## config.mk

```make
export PLATFORM = sky130hd
export DESIGN_NAME = smb_ctrl_slave
export DESIGN_NICKNAME = d
export VERILOG_FILES = /design/src/rtl/smb_pkg.sv /design/src/rtl/smb_sync.sv /design/src/rtl/smb_regfile.sv /design/src/rtl/smb_link.sv /design/src/rtl/smb_ctrl_slave.sv
export SDC_FILE = /design/constraint.sdc
export NUM_CORES = 1
export LEC_CHECK = 0
export BUFFER_PORTS_ARGS = -buffer_cell sky130_fd_sc_hd__clkbuf_2
export CAP_MARGIN = 20
export CORE_MARGIN = 5
export CORE_UTILIZATION = 57
export CTS_CLUSTER_DIAMETER = 150
export CTS_CLUSTER_SIZE = 25
export DETAILED_ROUTE_END_ITERATION = 7
export HOLD_SLACK_MARGIN = 0.02
export MAX_ROUTING_LAYER = met4
export PLACE_DENSITY = 0.9
export SYNTH_ARGS = -nofsm -noshare
export SYNTH_HDL_FRONTEND = slang
export SYNTH_SLANG_ARGS = --single-unit
export TNS_END_PERCENT = 50
```

## constraint.sdc

```tcl
create_clock -name clk -period 3 [get_ports clk]
set_clock_uncertainty 0.15 [all_clocks]
set_input_delay 0.6 -clock clk [delete_from_list [all_inputs] [get_ports clk]]
set_output_delay 0.6 -clock clk [all_outputs]
set_load 0.01 [all_outputs]
```

## src/rtl/smb_pkg.sv

```systemverilog
package smb_pkg;

   typedef enum logic [2:0] {
      L_IDLE,
      L_RX,
      L_ACK,
      L_TX,
      L_TXACK
   } link_st_t;

   typedef enum logic [1:0] {
      P_ADDR,
      P_CMD,
      P_CNT,
      P_DATA
   } byte_pos_t;

   // bits of each register that a bus write may change
   function automatic logic [7:0] reg_wmask(input int idx);
      case (idx)
         0:       return 8'hE8;
         1:       return 8'h7F;
         6:       return 8'h00;
         default: return 8'hFF;
      endcase
   endfunction

   // stored value after reset (fixed value for read-only registers)
   function automatic logic [7:0] reg_rstval(input int idx);
      case (idx)
         0:       return 8'h08;
         1:       return 8'h07;
         2:       return 8'h7F;
         3:       return 8'hC7;
         4:       return 8'h3F;
         5:       return 8'h40;
         6:       return 8'h03;
         default: return 8'h00;
      endcase
   endfunction

endpackage

```

## src/rtl/smb_sync.sv

```systemverilog
module smb_sync #(
   parameter int            W      = 1,
   parameter int            STAGES = 2,
   parameter logic [W-1:0]  INIT   = '0
) (
   input  logic         clk,
   input  logic         rst_n,
   input  logic [W-1:0] d,
   output logic [W-1:0] q
);

   if (STAGES < 2) begin : g_bad_stages
      $error("smb_sync needs at least two stages");
   end

   logic [W-1:0] stg [STAGES];

   always_ff @(posedge clk or negedge rst_n) begin
      if (!rst_n) begin
         for (int k = 0; k < STAGES; k++) stg[k] <= INIT;
      end else begin
         stg[0] <= d;
         for (int k = 1; k < STAGES; k++) stg[k] <= stg[k-1];
      end
   end

   assign q = stg[STAGES-1];

endmodule

```

## src/rtl/smb_regfile.sv

```systemverilog
module smb_regfile
   import smb_pkg::*;
#(
   parameter int NUM_REGS = 10,
   parameter int PTR_W    = 4
) (
   input  logic                  clk,
   input  logic                  rst_n,
   input  logic                  wr_en,
   input  logic [PTR_W-1:0]      wr_idx,
   input  logic [7:0]            wr_data,
   input  logic [PTR_W-1:0]      rd_idx,
   output logic [7:0]            rd_data,
   input  logic                  host_halt_n,
   input  logic                  bus_halt_n,
   input  logic [2:0]            freq_sel,
   input  logic                  drive_mult,
   output logic [NUM_REGS*8-1:0] image
);

   logic [7:0] view [NUM_REGS];

   for (genvar i = 0; i < NUM_REGS; i++) begin : g_reg
      localparam logic [7:0] WM = reg_wmask(i);
      localparam logic [7:0] RV = reg_rstval(i);
      logic [7:0] fixed_b;
      logic [7:0] gate_b;

      if (i == 0) begin : g_live0
         assign fixed_b = {3'b000, host_halt_n, 1'b0, freq_sel};
         assign gate_b  = {4'hF, bus_halt_n, 3'b111};
      end else if (i == 1) begin : g_live1
         assign fixed_b = {drive_mult, 7'b0};
         assign gate_b  = 8'hFF;
      end else begin : g_plain
         assign fixed_b = RV;
         assign gate_b  = 8'hFF;
      end

      if (WM == 8'h00) begin : g_ro
         assign view[i] = fixed_b & gate_b;
      end else begin : g_rw
         logic [7:0] q;
         always_ff @(posedge clk or negedge rst_n) begin
            if (!rst_n)
               q <= RV & WM;
            else if (wr_en && wr_idx == PTR_W'(i))
               q <= (q & ~WM) | (wr_data & WM);
         end
         assign view[i] = ((q & WM) | (fixed_b & ~WM)) & gate_b;
      end

      assign image[i*8 +: 8] = view[i];
   end

   always_comb begin
      rd_data = 8'h00;
      for (int k = 0; k < NUM_REGS; k++)
         if (rd_idx == PTR_W'(k)) rd_data = view[k];
   end

endmodule

```

## src/rtl/smb_link.sv

```systemverilog
module smb_link
   import smb_pkg::*;
#(
   parameter int         NUM_REGS  = 10,
   parameter int         PTR_W     = 4,
   parameter logic [6:0] DEV_ADDR7 = 7'h69
) (
   input  logic             clk,
   input  logic             rst_n,
   input  logic             scl_s,
   input  logic             sda_s,
   output logic             wr_en,
   output logic [PTR_W-1:0] wr_idx,
   output logic [7:0]       wr_data,
   output logic [PTR_W-1:0] rd_idx,
   input  logic [7:0]       rd_data,
   output logic             sda_oe
);

   localparam logic [PTR_W-1:0] PTR_END = PTR_W'(NUM_REGS);

   link_st_t         state;
   byte_pos_t        pos;
   logic [3:0]       cnt;
   logic [7:0]       shreg;
   logic [7:0]       txreg;
   logic [PTR_W-1:0] ptr;
   logic             rd_mode;
   logic             nack;
   logic             scl_q, sda_q;

   logic scl_rise, scl_fall, start_ev, stop_ev;
   assign scl_rise = scl_s & ~scl_q;
   assign scl_fall = ~scl_s & scl_q;
   assign start_ev = scl_s & scl_q & sda_q & ~sda_s;
   assign stop_ev  = scl_s & scl_q & ~sda_q & sda_s;

   assign rd_idx = ptr;
   assign sda_oe = (state == L_ACK) || (state == L_TX && !txreg[7]);

   always_ff @(posedge clk or negedge rst_n) begin
      if (!rst_n) begin
         state   <= L_IDLE;
         pos     <= P_ADDR;
         cnt     <= '0;
         shreg   <= '0;
         txreg   <= 8'hFF;
         ptr     <= '0;
         rd_mode <= 1'b0;
         nack    <= 1'b0;
         scl_q   <= 1'b1;
         sda_q   <= 1'b1;
         wr_en   <= 1'b0;
         wr_idx  <= '0;
         wr_data <= '0;
      end else begin
         scl_q <= scl_s;
         sda_q <= sda_s;
         wr_en <= 1'b0;
         if (stop_ev) begin
            state <= L_IDLE;
         end else if (start_ev) begin
            state <= L_RX;
            pos   <= P_ADDR;
            cnt   <= '0;
         end else begin
            case (state)
               L_RX: begin
                  if (scl_rise && cnt < 4'd8) begin
                     shreg <= {shreg[6:0], sda_s};
                     cnt   <= cnt + 4'd1;
                  end else if (scl_fall && cnt == 4'd8) begin
                     cnt <= '0;
                     case (pos)
                        P_ADDR: begin
                           if (shreg[7:1] == DEV_ADDR7) begin
                              state   <= L_ACK;
                              rd_mode <= shreg[0];
                              ptr     <= '0;
                              pos     <= P_CMD;
                           end else begin
                              state <= L_IDLE;
                           end
                        end
                        P_CMD: begin
                           state <= L_ACK;
                           pos   <= P_CNT;
                        end
                        P_CNT: begin
                           state <= L_ACK;
                           pos   <= P_DATA;
                        end
                        default: begin
                           state <= L_ACK;
                           if (ptr < PTR_END) begin
                              wr_en   <= 1'b1;
                              wr_idx  <= ptr;
                              wr_data <= shreg;
                              ptr     <= ptr + 1'b1;
                           end
                        end
                     endcase
                  end
               end
               L_ACK: begin
                  if (scl_fall) begin
                     if (rd_mode) begin
                        state <= L_TX;
                        txreg <= rd_data;
                        cnt   <= '0;
                        if (ptr != PTR_END) ptr <= ptr + 1'b1;
                     end else begin
                        state <= L_RX;
                     end
                  end
               end
               L_TX: begin
                  if (scl_fall) begin
                     if (cnt == 4'd7) begin
                        state <= L_TXACK;
                        nack  <= 1'b0;
                     end else begin
                        txreg <= {txreg[6:0], 1'b0};
                        cnt   <= cnt + 4'd1;
                     end
                  end
               end
               L_TXACK: begin
                  if (scl_rise) begin
                     nack <= sda_s;
                  end else if (scl_fall) begin
                     if (nack) begin
                        state <= L_IDLE;
                     end else begin
                        state <= L_TX;
                        txreg <= rd_data;
                        cnt   <= '0;
                        if (ptr != PTR_END) ptr <= ptr + 1'b1;
                     end
                  end
               end
               default: ;
            endcase
         end
      end
   end

endmodule

```

## src/rtl/smb_ctrl_slave.sv

```systemverilog
module smb_ctrl_slave
   import smb_pkg::*;
#(
   parameter int         NUM_REGS    = 10,
   parameter logic [6:0] DEV_ADDR7   = 7'h69,
   parameter int         SYNC_STAGES = 2
) (
   input  logic                  clk,
   input  logic                  rst_n,
   input  logic                  scl_i,
   input  logic                  sda_i,
   output logic                  sda_oe,
   input  logic                  host_halt_n_i,
   input  logic                  bus_halt_n_i,
   input  logic [2:0]            freq_sel_i,
   input  logic                  drive_mult_i,
   output logic [NUM_REGS*8-1:0] ctrl_image
);

   localparam int PTR_W = $clog2(NUM_REGS + 1);

   if (NUM_REGS < 7 || NUM_REGS > 255) begin : g_bad_regs
      $error("NUM_REGS must lie between 7 and 255");
   end

   logic             scl_s, sda_s;
   logic [5:0]       pin_s;
   logic             wr_en;
   logic [PTR_W-1:0] wr_idx, rd_idx;
   logic [7:0]       wr_data, rd_data;

   smb_sync #(.W(2), .STAGES(SYNC_STAGES), .INIT(2'b11)) u_bus_sync (
      .clk   (clk),
      .rst_n (rst_n),
      .d     ({scl_i, sda_i}),
      .q     ({scl_s, sda_s})
   );

   smb_sync #(.W(6), .STAGES(SYNC_STAGES), .INIT(6'h3F)) u_pin_sync (
      .clk   (clk),
      .rst_n (rst_n),
      .d     ({host_halt_n_i, bus_halt_n_i, freq_sel_i, drive_mult_i}),
      .q     (pin_s)
   );

   smb_link #(.NUM_REGS(NUM_REGS), .PTR_W(PTR_W), .DEV_ADDR7(DEV_ADDR7)) u_link (
      .clk     (clk),
      .rst_n   (rst_n),
      .scl_s   (scl_s),
      .sda_s   (sda_s),
      .wr_en   (wr_en),
      .wr_idx  (wr_idx),
      .wr_data (wr_data),
      .rd_idx  (rd_idx),
      .rd_data (rd_data),
      .sda_oe  (sda_oe)
   );

   smb_regfile #(.NUM_REGS(NUM_REGS), .PTR_W(PTR_W)) u_regs (
      .clk         (clk),
      .rst_n       (rst_n),
      .wr_en       (wr_en),
      .wr_idx      (wr_idx),
      .wr_data     (wr_data),
      .rd_idx      (rd_idx),
      .rd_data     (rd_data),
      .host_halt_n (pin_s[5]),
      .bus_halt_n  (pin_s[4]),
      .freq_sel    (pin_s[3:1]),
      .drive_mult  (pin_s[0]),
      .image       (ctrl_image)
   );

endmodule

```

== Yosys cells after proc, flatten, opt, wreduce, memory -nomap -nowiden ==
Index checks and enable logic that the tools add are counted.

* Register bits after elaboration: 134
* Output and inout bits: 81
* Word-level logic and storage cells: 216

* Add/sub/neg operators: 2
* Order comparisons: 2
* Equality and inequality tests: 58
* Mux-type cells: 72
* Bitwise gates (word level): 20
* Reductions and logical operators: 36

{| class="wikitable"
|+ Operators with widths
! cell !! number
|-
| two-way mux 8 bit || 17
|-
| two-way mux 4 bit || 20
|-
| equality test 4 x 3 -> 1 bit (second input constant) || 8
|-
| two-way mux 3 bit || 9
|-
| case mux 8 bit (3 select lines) || 1
|-
| equality test 4 bit (second input constant) || 5
|-
| inequality test 4 x 1 -> 1 bit (second input constant) || 5
|-
| AND reduction 10 bit || 2
|-
| two-way mux 2 bit || 9
|-
| inequality test 3 x 1 -> 1 bit (second input constant) || 6
|-
| equality test 4 x 2 -> 1 bit (second input constant) || 4
|-
| case mux 4 bit (4 select lines) || 1
|-
| inequality test 2 x 1 -> 1 bit (second input constant) || 7
|-
| AND reduction 7 bit || 2
|-
| AND reduction 13 bit || 1
|-
| logical AND 1 bit || 12
|-
| inequality test 2 bit (second input constant) || 6
|-
| case mux 3 bit (4 select lines) || 1
|-
| case mux 4 bit (3 select lines) || 1
|-
| AND reduction 6 bit || 2
|-
| two-way mux 1 bit || 10
|-
| adder 4 x 1 -> 4 bit (second input constant) || 2
|-
| bitwise AND 8 bit || 1
|-
| equality test 4 x 1 -> 1 bit (second input constant) || 2
|-
| other kinds (33) || 56
|}

== Logic depth before layout (Yosys ltp) ==
Gate-level depths: netlist (run 1).

* Word-level depth: 16
* Mapped depth: 9
* Depth with buffers taken out: 7

== Cells and area by module ==
Synthesis (run 1) repeated with hierarchy kept, for this count alone.

* Cell total of the unflattened synthesis: 526
* Area, all modules: 6,480.0 µm²

{| class="wikitable"
|+ By module, submodules not included
! module !! times used !! cells each !! area each (µm²) !! seq. area each (µm²)
|-
| smb_regfile || 1 || 275 || 3,484.6 || 1,705.4
|-
| smb_link || 1 || 227 || 2,514.9 || 1,163.6
|-
| smb_sync at u_pin_sync || 1 || 18 || 360.3 || 315.3
|-
| smb_sync at u_bus_sync || 1 || 6 || 120.1 || 105.1
|}

== Worst setup path after synthesis (run 1) ==
OpenSTA, ideal clock, no wires.

* Kind: flip-flop to flip-flop
* From: register u_link.state[1]
* To: register u_link.ptr[2] (netlist: u_link.rd_idx[2])
* Arrival: 1,872 ps
* Data required time: 2,728 ps
* Slack: 856 ps
* Stages on the path, launching flop included: 6
* Buffers on the path: 0
* Period minus slack after synthesis: 2,144 ps
* Path through: dfrtp_1 > or3b_4 > nor4_4 > a32oi_1 > or3_1 > a32o_1

* Longest elaborated chain between the ends: 3
* Elaborated cells between the ends (all ways): 16
* Classes of those cells: 13 x eq/ne; 1 x mux; 2 x reduce/logical

{| class="wikitable"
|+ Ends and longest elaborated chain
! what !! line !! source
|-
| from (decl) || smb_link.sv:22 || <nowiki>link_st_t state;</nowiki>
|-
| from (signal assigned) || smb_link.sv:43 || <nowiki>state <= L_IDLE;</nowiki>
|-
| from (signal assigned) || smb_link.sv:61 || <nowiki>state <= L_IDLE;</nowiki>
|-
| from (signal assigned) || smb_link.sv:63 || <nowiki>state <= L_RX;</nowiki>
|-
| equality test 3 x 1 -> 1 bit, or another cell as far along || smb_link.sv:67 || <nowiki>case (state)</nowiki>
|-
| inequality test 3 x 2 -> 1 bit (no line), or another cell as far along || - ||
|-
| AND reduction 13 bit (no line) || - ||
|-
| to (signal assigned) || smb_link.sv:99 || <nowiki>ptr <= ptr + 1'b1;</nowiki>
|-
| to (signal assigned) || smb_link.sv:111 || <nowiki>if (ptr != PTR_END) ptr <= ptr + 1'b1;</nowiki>
|-
| to (signal assigned) || smb_link.sv:138 || <nowiki>if (ptr != PTR_END) ptr <= ptr + 1'b1;</nowiki>
|-
| to (decl) || smb_link.sv:27 || <nowiki>logic [PTR_W-1:0] ptr;</nowiki>
|}

Several ways; a longest one is shown, not always the timed one.
A chain may end at the register's enable or synchronous reset.

== Worst setup path after layout (run 1) ==
* From: register u_link.ptr[1] (netlist: u_link.rd_idx[1])
* To: register u_link.txreg[1]

* Longest elaborated chain between the ends: 15
* Elaborated cells between the ends (all ways): 26
* Classes of those cells: 9 x eq/ne; 16 x mux; 1 x reduce/logical

{| class="wikitable"
|+ Ends and longest elaborated chain
! what !! line !! source
|-
| zero test 4 bit || smb_regfile.sv:59 || <nowiki>if (rd_idx == PTR_W'(k)) rd_data = view[k];</nowiki>
|-
| two-way mux 8 bit (9 in series) || smb_regfile.sv:59 ||
|-
| two-way mux 8 bit * || smb_regfile.sv:59 ||
|-
| two-way mux 8 bit || smb_link.sv:132 || <nowiki>if (nack) begin</nowiki>
|-
| two-way mux 8 bit || smb_link.sv:131 || <nowiki>end else if (scl_fall) begin</nowiki>
|-
| two-way mux 8 bit || smb_link.sv:129 || <nowiki>if (scl_rise) begin</nowiki>
|-
| case mux 8 bit (3 select lines) * || smb_link.sv:67 ||
|-
| to (signal assigned) || smb_link.sv:109 || <nowiki>txreg <= rd_data;</nowiki>
|-
| to (signal assigned) || smb_link.sv:123 || <nowiki>txreg <= {txreg[6:0], 1'b0};</nowiki>
|-
| to (signal assigned) || smb_link.sv:136 || <nowiki>txreg <= rd_data;</nowiki>
|-
| to (decl) || smb_link.sv:26 || <nowiki>logic [7:0] txreg;</nowiki>
|}

Mark *: on every way between the ends. The rest lies on a longest branch, timed or not. The select of a mux whose other input is x is not followed.

==> results of run 1 <==
-- cell families after synthesis --
| logic type | share of synthesized area, % |
|---|---|
| compound gates | 14.0 |
| simple gates | 11.5 |
| flops | 51.8 |
| mux | 15.7 |
| buf+inv | 4.55 |
| fa+ha+maj | 1.97 |
| xor+xnor | 0.414 |
| other cells | 0.118 |
-- worst max path at each step --
stage	slack, ps	cells past startpoint	from	end
global placement	500	7	u_link.rd_idx[0]	u_link.txreg[7]
detailed placement	460	8	u_link.rd_idx[1]	u_link.txreg[1]
finish	390	8	u_link.rd_idx[1]	u_link.txreg[1]
floorplan	860	5	u_link.state[1]	u_link.rd_idx[2]
global route	140	7	u_link.rd_idx[0]	u_link.txreg[7]
CTS	420	8	u_link.rd_idx[1]	u_link.txreg[1]
-- through the flow --
step / instance area [um^2] / std cells / util (%) / worst slack (ps)
finish: 7520 / 788 / 69.1 / 392
detailed placement: 6830 / 747 / 62.7 / 457
global placement: 6830 / 747 / 62.7 / 501
global route: 7520 / 788 / 69.1 / 144
floorplan: 6370 / 559 / - / 856
CTS: 7520 / 788 / 69.1 / 422
-- metal layers --
metal | wire, um | vias up
li1 | - | 2178
met4 | 604 | 0
met2 | 8240 | 234
met3 | 1410 | 47
met5 | 0 | -
met1 | 7360 | 2487
-- registers in the layout (all words and copies together), names as in the netlist --
register,flops
u_link.sda_q,1
u_regs.g.g_rw.q,67
u_pin_sync.q,6
u_link.wr_data,8
u_link.scl_q,1
u_link.rd_mode,1
u_link.wr_en,1
u_link.nack,1
u_link.pos,2
u_bus_sync.q,2
u_pin_sync.stg,6
u_link.txreg,8
u_link.cnt,4
u_link.wr_idx,4
u_bus_sync.stg,2
u_link.shreg,8
u_link.state,3
u_link.rd_idx,4
-- where the power goes --
| part | switching (mW) | internal (mW) | total (mW) |
|---|---|---|---|
| combinational | 0.0967 | 0.0793 | 0.176 |
| sequential | 0.0701 | 1.81 | 1.88 |
| clock | 0.774 | 1.31 | 2.08 |
| total | 0.941 | 3.20 | 4.14 |
-- Yosys cell counts, types with 3 or more instances --
cell type	number
nand3b_1	8
a311oi_1	3
nor3b_1	3
and3_1	3
o22ai_1	4
nor2_1	21
buf_4	16
nand2b_1	13
ha_1	10
buf_2	3
buf_1	4
a21oi_1	29
nor3_1	6
o31ai_1	3
mux2i_1	6
mux2_2	83
a32o_1	3
and3b_1	4
inv_1	16
a2111oi_0	3
a221oi_1	12
a21o_1	3
clkbuf_1	21
o221ai_1	3
and2_1	3
dfrtp_1	80
or3_1	4
a22oi_1	4
dfstp_2	49
o21ai_0	34
nand2_1	34
nor2b_1	10
nand3_1	7
a22o_1	4
-- worst max-delay path: cells and delay by family (launching register included) --
kind / cells / cell delay, ps
compound gates: 4 / 1060
fa+ha+maj: 1 / 490
buf+inv: 2 / 310
flops: 1 / 420
simple gates: 1 / 90
-- cell type report --
class                      count  area share [%]
sequential                   129            43.7
multi-input combinational    370            37.1
timing repair buffer         101            8.02
clock buffer                  19            5.87
tap                          140            2.33
clock inverter                13            2.13
inverter                      16           0.798
-- timing repair --
| action | in CTS | in global routing |
|---|---|---|
| endpoints found under the setup margin | 0 | 0 |
| resized for setup | 0 | 0 |
| buffers inserted | 0 | 0 |
| hold buffers | 9 | 0 |
| endpoints found under the hold margin | 13 | 0 |
==> impl_metrics.yaml, run 1 <==
synth:
  yosys_warnings: 0
  synth_seq_cells: 129
  synth_ff_type: "dfrtp_1"
  syn_inst: 553
  synth_edf_count: 0
  ys_seq_area_share_pct: 51.8
  yosysTopAreaCellShare_pct: 31.5
  synth_cell_types: 68
  synth_area_um2: 6350
  async_flop_share_pct: 100
  synthTopCellsByArea: "dfrtp_1 (32%), dfstp_2 (20%), mux2_2 (15%)"
  avgSynthCellArea_um2: 11.5
  synth.largest_area_cell: "dfrtp_1"
min_path:
  min_to: "u_pin_sync.q[2]"
  hp-start: "u_pin_sync.stg[8]"
  min_delay_path_depth: 0
  hp-class: "reg -> reg"
critical_path:
  worstPathMaxFanout: 13
  cp-start-kind: "flop"
  cpPeakStageDelay_ps: 490
  crit_path_top_delay_cell: "ha_1"
  critical_path_arrival_ps: 2910
  critPathKind: "reg -> reg"
  reg2reg_depth: 8
  r2r_start: "u_link.rd_idx[1]"
  reg2reg_to: "u_link.txreg[1]"
  reg2reg_slack_ps: 390
  required_ps: 3310
  critPathCaptureType: "flop"
  critical_path.cell_chain: "inv_1, ha_1, nor2b_1, buf_4, a221o_1, a311oi_1, a2111oi_0, o31a_1"
final_layout:
  drive_above_1_share_pct: 40.9
  diodes: 0
  layout_commonest_cell: "mux2_2"
  regArea_um2: 3290
  nNetsFinal: 655
  mostFrequentLayoutCells: "mux2_2 (83), clkbuf_2 (81), dfrtp_1 (80)"
  multiInputGateArea_um2: 2790
  synthToLayoutAreaGrowth_pct: 18.5
  n_fill_cell: 783
global_routing:
  grtUsageMet3_pct: 6.16
  use_met2_pct: 42.6
  antenna_found_initial: 0
  grt_pass1_wl_um: 28100
  grt_pass1_vias: 4990
  top_usage_layer: "met2"
  grt_max_degree: 60
  track_usage_pct: 28.8
  grt_use_met1_pct: 38.9
  overflow: 0
detailed_routing:
  dr_total_vias: 4946
  ant_nets: 0
  firstDrtPassIters: 6
  routed_wl_um: 17600
  drtIter0Drc: 523
  vias_per_cell: 6.28
  wl_per_cell_um: 22.3
  drc_errors: 0
clocking:
  cts_inserted_buffers: 17
  cts_tree: "built"
  cts-root-buf: "clkbuf_8"
  clkLatencyLatePin_ps: 530
  htree_levels: 4
  cts.sinks: 129
  clk_pin_slew_worst_paths_ps: 60
  cts_buffer_depth: 2
timing:
  worstMarginPinSlew_ps: 1010
  rsz0062_at_grt: "false"
  setup_tns_ps: 0
  max_slew_margin_pct: 32.7
  hold_viol_final: 0
  fin_crit_ps: 2610
  max_freq_mhz: 383
  period_share_pct: 86.9
  finalSetupViolCount: 0
  hold_slack_ps: 205
  timing_max_transition_violations_final: 0
placement:
  gp_congestion: 0.965
  dp_hpwl_um: 11900
  port_buffers: 82
die:
  die_h_um: 116
  start_util_pct: 58.3
  die_area_um2: 13400
  io-pin-count: 91
  die_w_um: 116
  rows: 38
  core-area_um2: 10900
power_and_ir_drop:
  p_total_mw: 4.14
  pwr_density_cell_nw_per_um2: 551
  leakage_nw: 3.57
  peakVddDrop_v: 0.000720
flow_run:
  timing.max_cap.violations: 0
run_status:
  status: "complete, no violations"
(Power assumes the default switching activity.)
==> run 2: changes to the inputs <==
- MAX_ROUTING_LAYER: met4 -> not set
- SETUP_SLACK_MARGIN: not set -> 0.4
==> run 2 against run 1 <==
  * Maximum frequency rose by 5.2%
  * Critical path type unchanged
  * Core utilization shrank 0.31 points
  * Combinational power fell by 2%
  * Critical path depth is 3 lower
  * Die area stayed put
  * Via count up 0.73%
  * Worst hold slack improved by 1.4 ps
  * Non-clock buffer count is 1 higher
  * Sequential power about the same
==> impl_metrics.yaml, run 2 (synthesis results as in run 1) <==
critical_path:
  reg2reg_depth: 5
  cp-start-kind: "flop"
  critical_path_arrival_ps: 2750
  r2r_start: "u_link.state[1]"
  reg2reg_slack_ps: 520
  worstPathMaxFanout: 12
  reg2reg_to: "u_link.rd_idx[2]"
  required_ps: 3270
  critPathKind: "reg -> reg"
  critPathCaptureType: "flop"
placement:
  pre_cts_slack_ps: 452
  gp_congestion: 0.925
  port_buffers: 82
  dp_hpwl_um: 11800
clocking:
  htree_levels: 4
  clkLatencyLatePin_ps: 540
  clk_pin_slew_worst_paths_ps: 60
  cts_inserted_buffers: 17
  cts_tree: "built"
  cts_buffer_depth: 2
  cts-root-buf: "clkbuf_8"
  cts.sinks: 129
detailed_routing:
  vias_per_cell: 6.31
  wl_per_cell_um: 21.4
  routed_wl_um: 16900
  dr_total_vias: 4982
  drc_errors: 0
  ant_nets: 0
  firstDrtPassIters: 5
  drtIter0Drc: 573
power_and_ir_drop:
  p_total_mw: 3.96
  pwr_density_cell_nw_per_um2: 528
  peakVddDrop_v: 0.000548
  leakage_nw: 3.55
timing:
  finalSetupViolCount: 0
  period_share_pct: 82.7
  hold_slack_ps: 207
  fin_crit_ps: 2480
  max_freq_mhz: 403
  hold_viol_final: 0
  worstMarginPinSlew_ps: 953
  rsz0062_at_grt: "true"
  max_slew_margin_pct: 36.3
  setup_tns_ps: 0
  timing_max_transition_violations_final: 0
  fin_ws_ps: 520
final_layout:
  multiInputGateArea_um2: 2800
  diodes: 0
  regArea_um2: 3290
  drive_above_1_share_pct: 41.3
  n_fill_cell: 804
  largest-register: "u_regs.g.g_rw.q"
  layout_commonest_cell: "mux2_2"
  synthToLayoutAreaGrowth_pct: 18.0
  mostFrequentLayoutCells: "mux2_2 (83), clkbuf_2 (81), dfrtp_1 (79)"
  largest_reg_flops: 67
  nNetsFinal: 656
global_routing:
  track_usage_pct: 26.9
  grt_pass1_vias: 4952
  antenna_found_initial: 1
  grt_max_degree: 49
  grt_pass1_wl_um: 27200
  overflow: 0
min_path:
  hp-class: "reg -> reg"
  hp-start: "u_pin_sync.stg[9]"
  min_to: "u_pin_sync.q[3]"
  min_delay_path_depth: 0
run_status:
  status: "complete, no violations"
die:
  io-pin-count: 91
  start_util_pct: 58.3
  rows: 38
  core-area_um2: 10900
  die_area_um2: 13400
  die_h_um: 116
  die_w_um: 116
flow_run:
  timing.max_cap.violations: 0
run 2: cell types whose count changed in the layout (fill, tap and decap cells not counted), moves of 2 or more:
cell,previous run,this run
clkbuf_8,3,1
bufinv_16,3,1
clkbuf_1,0,2
inv_6,1,4
clkinv_2,4,1
run 2: final cells by class:
cell class | count | area share, %
repair buffers | 102 | 8.15
multi-input cells | 370 | 37.4
clock inverters | 13 | 1.70
well taps | 140 | 2.34
clock buffers | 19 | 5.63
flip-flops and latches | 129 | 43.9
inverters | 16 | 0.802
run 2: stage by stage:
stage,area (um^2),cells,util (%)
after floorplan,6370,559,-
after global placement,6820,747,62.6
after detailed placement,6820,747,62.6
after CTS,7460,788,68.5
after global routing,7490,789,68.8
final,7490,789,68.8
run 2: worst max-delay path: stages (launching register included):
cell and delay (ps):
dfrtp_1 500, or3b_4 460, nor4_4 470, a32oi_1 210
or3_1 380, a32o_1 200
run 2: how the worst max path moves through the flow:
stage	startpoint	endpoint	slack (ps)	cells after the start
finish	u_link.state[1]	u_link.rd_idx[2]	520	5
global route	u_link.rd_idx[0]	u_link.txreg[7]	370	7
global placement	u_link.rd_idx[0]	u_link.txreg[7]	530	7
floorplan	u_link.state[1]	u_link.rd_idx[2]	860	5
CTS	u_link.rd_idx[0]	u_link.txreg[7]	420	7
detailed placement	u_link.rd_idx[0]	u_link.txreg[7]	450	7
run 2: power by group:
group / leakage [nW] / total, mW / internal, mW / switching, mW
registers: 1.61 / 1.88 / 1.81 / 0.0629
logic: 1.68 / 0.172 / 0.0779 / 0.0945
clock network: 0.260 / 1.91 / 1.11 / 0.798
run 2: what timing repair did:
| action | in CTS | in global routing |
|---|---|---|
| setup endpoints to repair | 0 | 13 |
| hold endpoints to repair | 17 | 0 |
| buffers inserted | 0 | 1 |
| hold buffers | 9 | 0 |
| resized for setup | 0 | 4 |
run 2: routing by layer:
| layer | GRT usage [%] | part of all wire (%) | up-vias |
|---|---|---|---|
| li1 | - | - | 2178 |
| met1 | 37.6 | 42 | 2525 |
| met2 | 40.2 | 47 | 226 |
| met3 | 7.15 | 7.6 | 51 |
| met4 | 10.6 | 3.3 | 2 |
| met5 | 0 | 0.053 | - |
==> run 3: changes to the inputs <==
- CORE_UTILIZATION: 57 -> 52
- PLACE_DENSITY: 0.9 -> 0.87
- clock period: 3 -> 2 ns (I/O delays scaled with it)
==> run 3 against run 2 <==
  * The flow now finishes with violations (negative setup slack)
  * Combinational power rose to 2.9 times the previous value
  * Core utilization rose by 11 points
  * Critical path depth rose by 1
  * Flip-flop and latch count did not move
  * Largest cell class is now multi-input gates
  * Critical path type unchanged
  * Register-to-register slack got worse by 760 ps
  * Die area rose by 8.8%
  * Sequential share of layout area fell by 9.5 points
  * Highest routed layer is now met4
  * Count of clock-buffer cells in the layout fell by 2
  * Final area rose by 28%
  * Setup slack got worse by 760 ps
  * Worst hold slack barely moved
==> impl_metrics.yaml, run 3 (synthesis results as in run 1) <==
timing:
  fin_crit_ps: 2240
  hold_viol_final: 0
  fin_ws_ps: -243
  finalSetupViolCount: 31
  max_freq_mhz: 446
  rsz0062_at_grt: "true"
  timing_max_transition_violations_final: 0
  max_slew_margin_pct: 55.9
  hold_slack_ps: 207
  period_share_pct: 112
  worstMarginPinSlew_ps: 661
power_and_ir_drop:
  leakage_nw: 4.51
  peakVddDrop_v: 0.000897
  pwr_density_cell_nw_per_um2: 659
global_routing:
  antenna_found_initial: 0
  grt_pass1_wl_um: 32800
  track_usage_pct: 29.3
  overflow: 0
  grt_max_degree: 64
  grt_pass1_vias: 5793
die:
  core-area_um2: 12000
  io-pin-count: 91
  rows: 40
  die_w_um: 121
  start_util_pct: 52.9
  die_h_um: 121
  die_area_um2: 14500
placement:
  postPlaceCellArea_um2: 7350
  dp_hpwl_um: 12800
  port_buffers: 82
  gp_congestion: 1.05
detailed_routing:
  ant_nets: 0
  wl_met1_um: 8960
  dr_total_vias: 6065
  wl_met3_um: 2420
  vias_per_cell: 6.64
  firstDrtPassIters: 8
  drc_errors: 0
  top_layer: "met4"
  wl_per_cell_um: 26.7
  wl_met2_um: 11500
  routed_wl_um: 24400
  drtIter0Drc: 824
critical_path:
  required_ps: 2170
  r2r_start: "u_link.rd_idx[1]"
  worstPathMaxFanout: 3
  reg2reg_depth: 6
  cp-start-kind: "flop"
  reg2reg_slack_ps: -240
  reg2reg_to: "u_link.rd_idx[2]"
  critPathCaptureType: "flop"
  crit_path_end: "u_link.rd_idx[2]"
  critical_path_arrival_ps: 2420
  critPathKind: "reg -> reg"
  crit_start: "u_link.rd_idx[1]"
clocking:
  cts_tree: "built"
  htree_levels: 4
  cts-root-buf: "clkbuf_16"
  clk_pin_slew_worst_paths_ps: 70
  cts_buffer_depth: 2
  cts.sinks: 129
  cts_inserted_buffers: 17
  clkLatencyLatePin_ps: 440
run_status:
  violations: "negative setup slack"
  status: "finished, violations left"
final_layout:
  synthToLayoutAreaGrowth_pct: 50.8
  mostFrequentLayoutCells: "buf_4 (88), dfrtp_1 (72), mux2_4 (65)"
  diodes: 0
  drive_above_1_share_pct: 61.9
  largest_reg_flops: 67
  largest-register: "u_regs.g.g_rw.q"
  nNetsFinal: 774
  layout_commonest_cell: "buf_4"
  design_area_um2: 9580
min_path:
  hp-class: "reg -> reg"
flow_run:
  timing.max_cap.violations: 0
## run 3: critical path, cell delays in order, from the launching register on
cell and delay, ps:
dfrtp_1 430, buf_6 150, o21ai_0 440, o21ba_2 250, a32oi_4 140, or3_1 360
a32o_1 210
## run 3: routing by layer
metal,up-vias,GRT usage [%]
li1,2414,-
met1,3009,37.9
met2,489,47.4
met3,153,7.95
met4,0,10.5
met5,-,0
## run 3: final cells by class
class	count	area (um^2)
Multi-Input combinational cell	371	3560
Sequential cell	129	3300
Fill cell	565	2430
Timing Repair Buffer	219	1900
Clock buffer	17	425
Tap cell	147	184
Clock inverter	15	136
Inverter	16	70.1
## run 3: worst min-delay path by stage
stage / startpoint / end / slack, ps / cells past startpoint
final: u_pin_sync.stg[7] / u_pin_sync.q[1] / 210 / 0
after global routing: u_pin_sync.stg[9] / u_pin_sync.q[3] / 210 / 0
after CTS: rst_n / u_regs.g_reg[1].g_rw.q[5] / 210 / 2
after detailed placement: rst_n / u_regs.g_reg[1].g_rw.q[5] / 120 / 1
after global placement: rst_n / u_regs.g_reg[1].g_rw.q[5] / 120 / 1
after floorplan: rst_n / u_link.cnt[0] / -50 / 0
## run 3: per-stage QoR
stage	TNS (ps)	power (mW)	std cells	worst slack [ps]	util (%)
CTS	-582	6.19	888	-89.5	72.7
floorplan	-20.9	3.00	559	-15.4	-
global placement	-557	3.14	809	-222	61.2
global route	-6070	6.51	914	-335	79.7
finish	-3370	6.31	914	-243	79.7
detailed placement	-1630	3.16	809	-257	61.2
## run 3: repair_timing
item                                    4_1_cts  5_1_grt
setup buffers                                36       24
endpoints found under the setup margin      122      138
hold buffers                                  9        0
cloned                                        2        2
resized for setup                           108      175
endpoints found under the hold margin        98        0
pin swaps                                    37       22
## run 3: where the power goes
part           total, mW  switching [mW]  internal (mW)
Sequential          2.82           0.100           2.72
Clock               3.00            1.36           1.64
Combinational      0.498           0.237          0.261
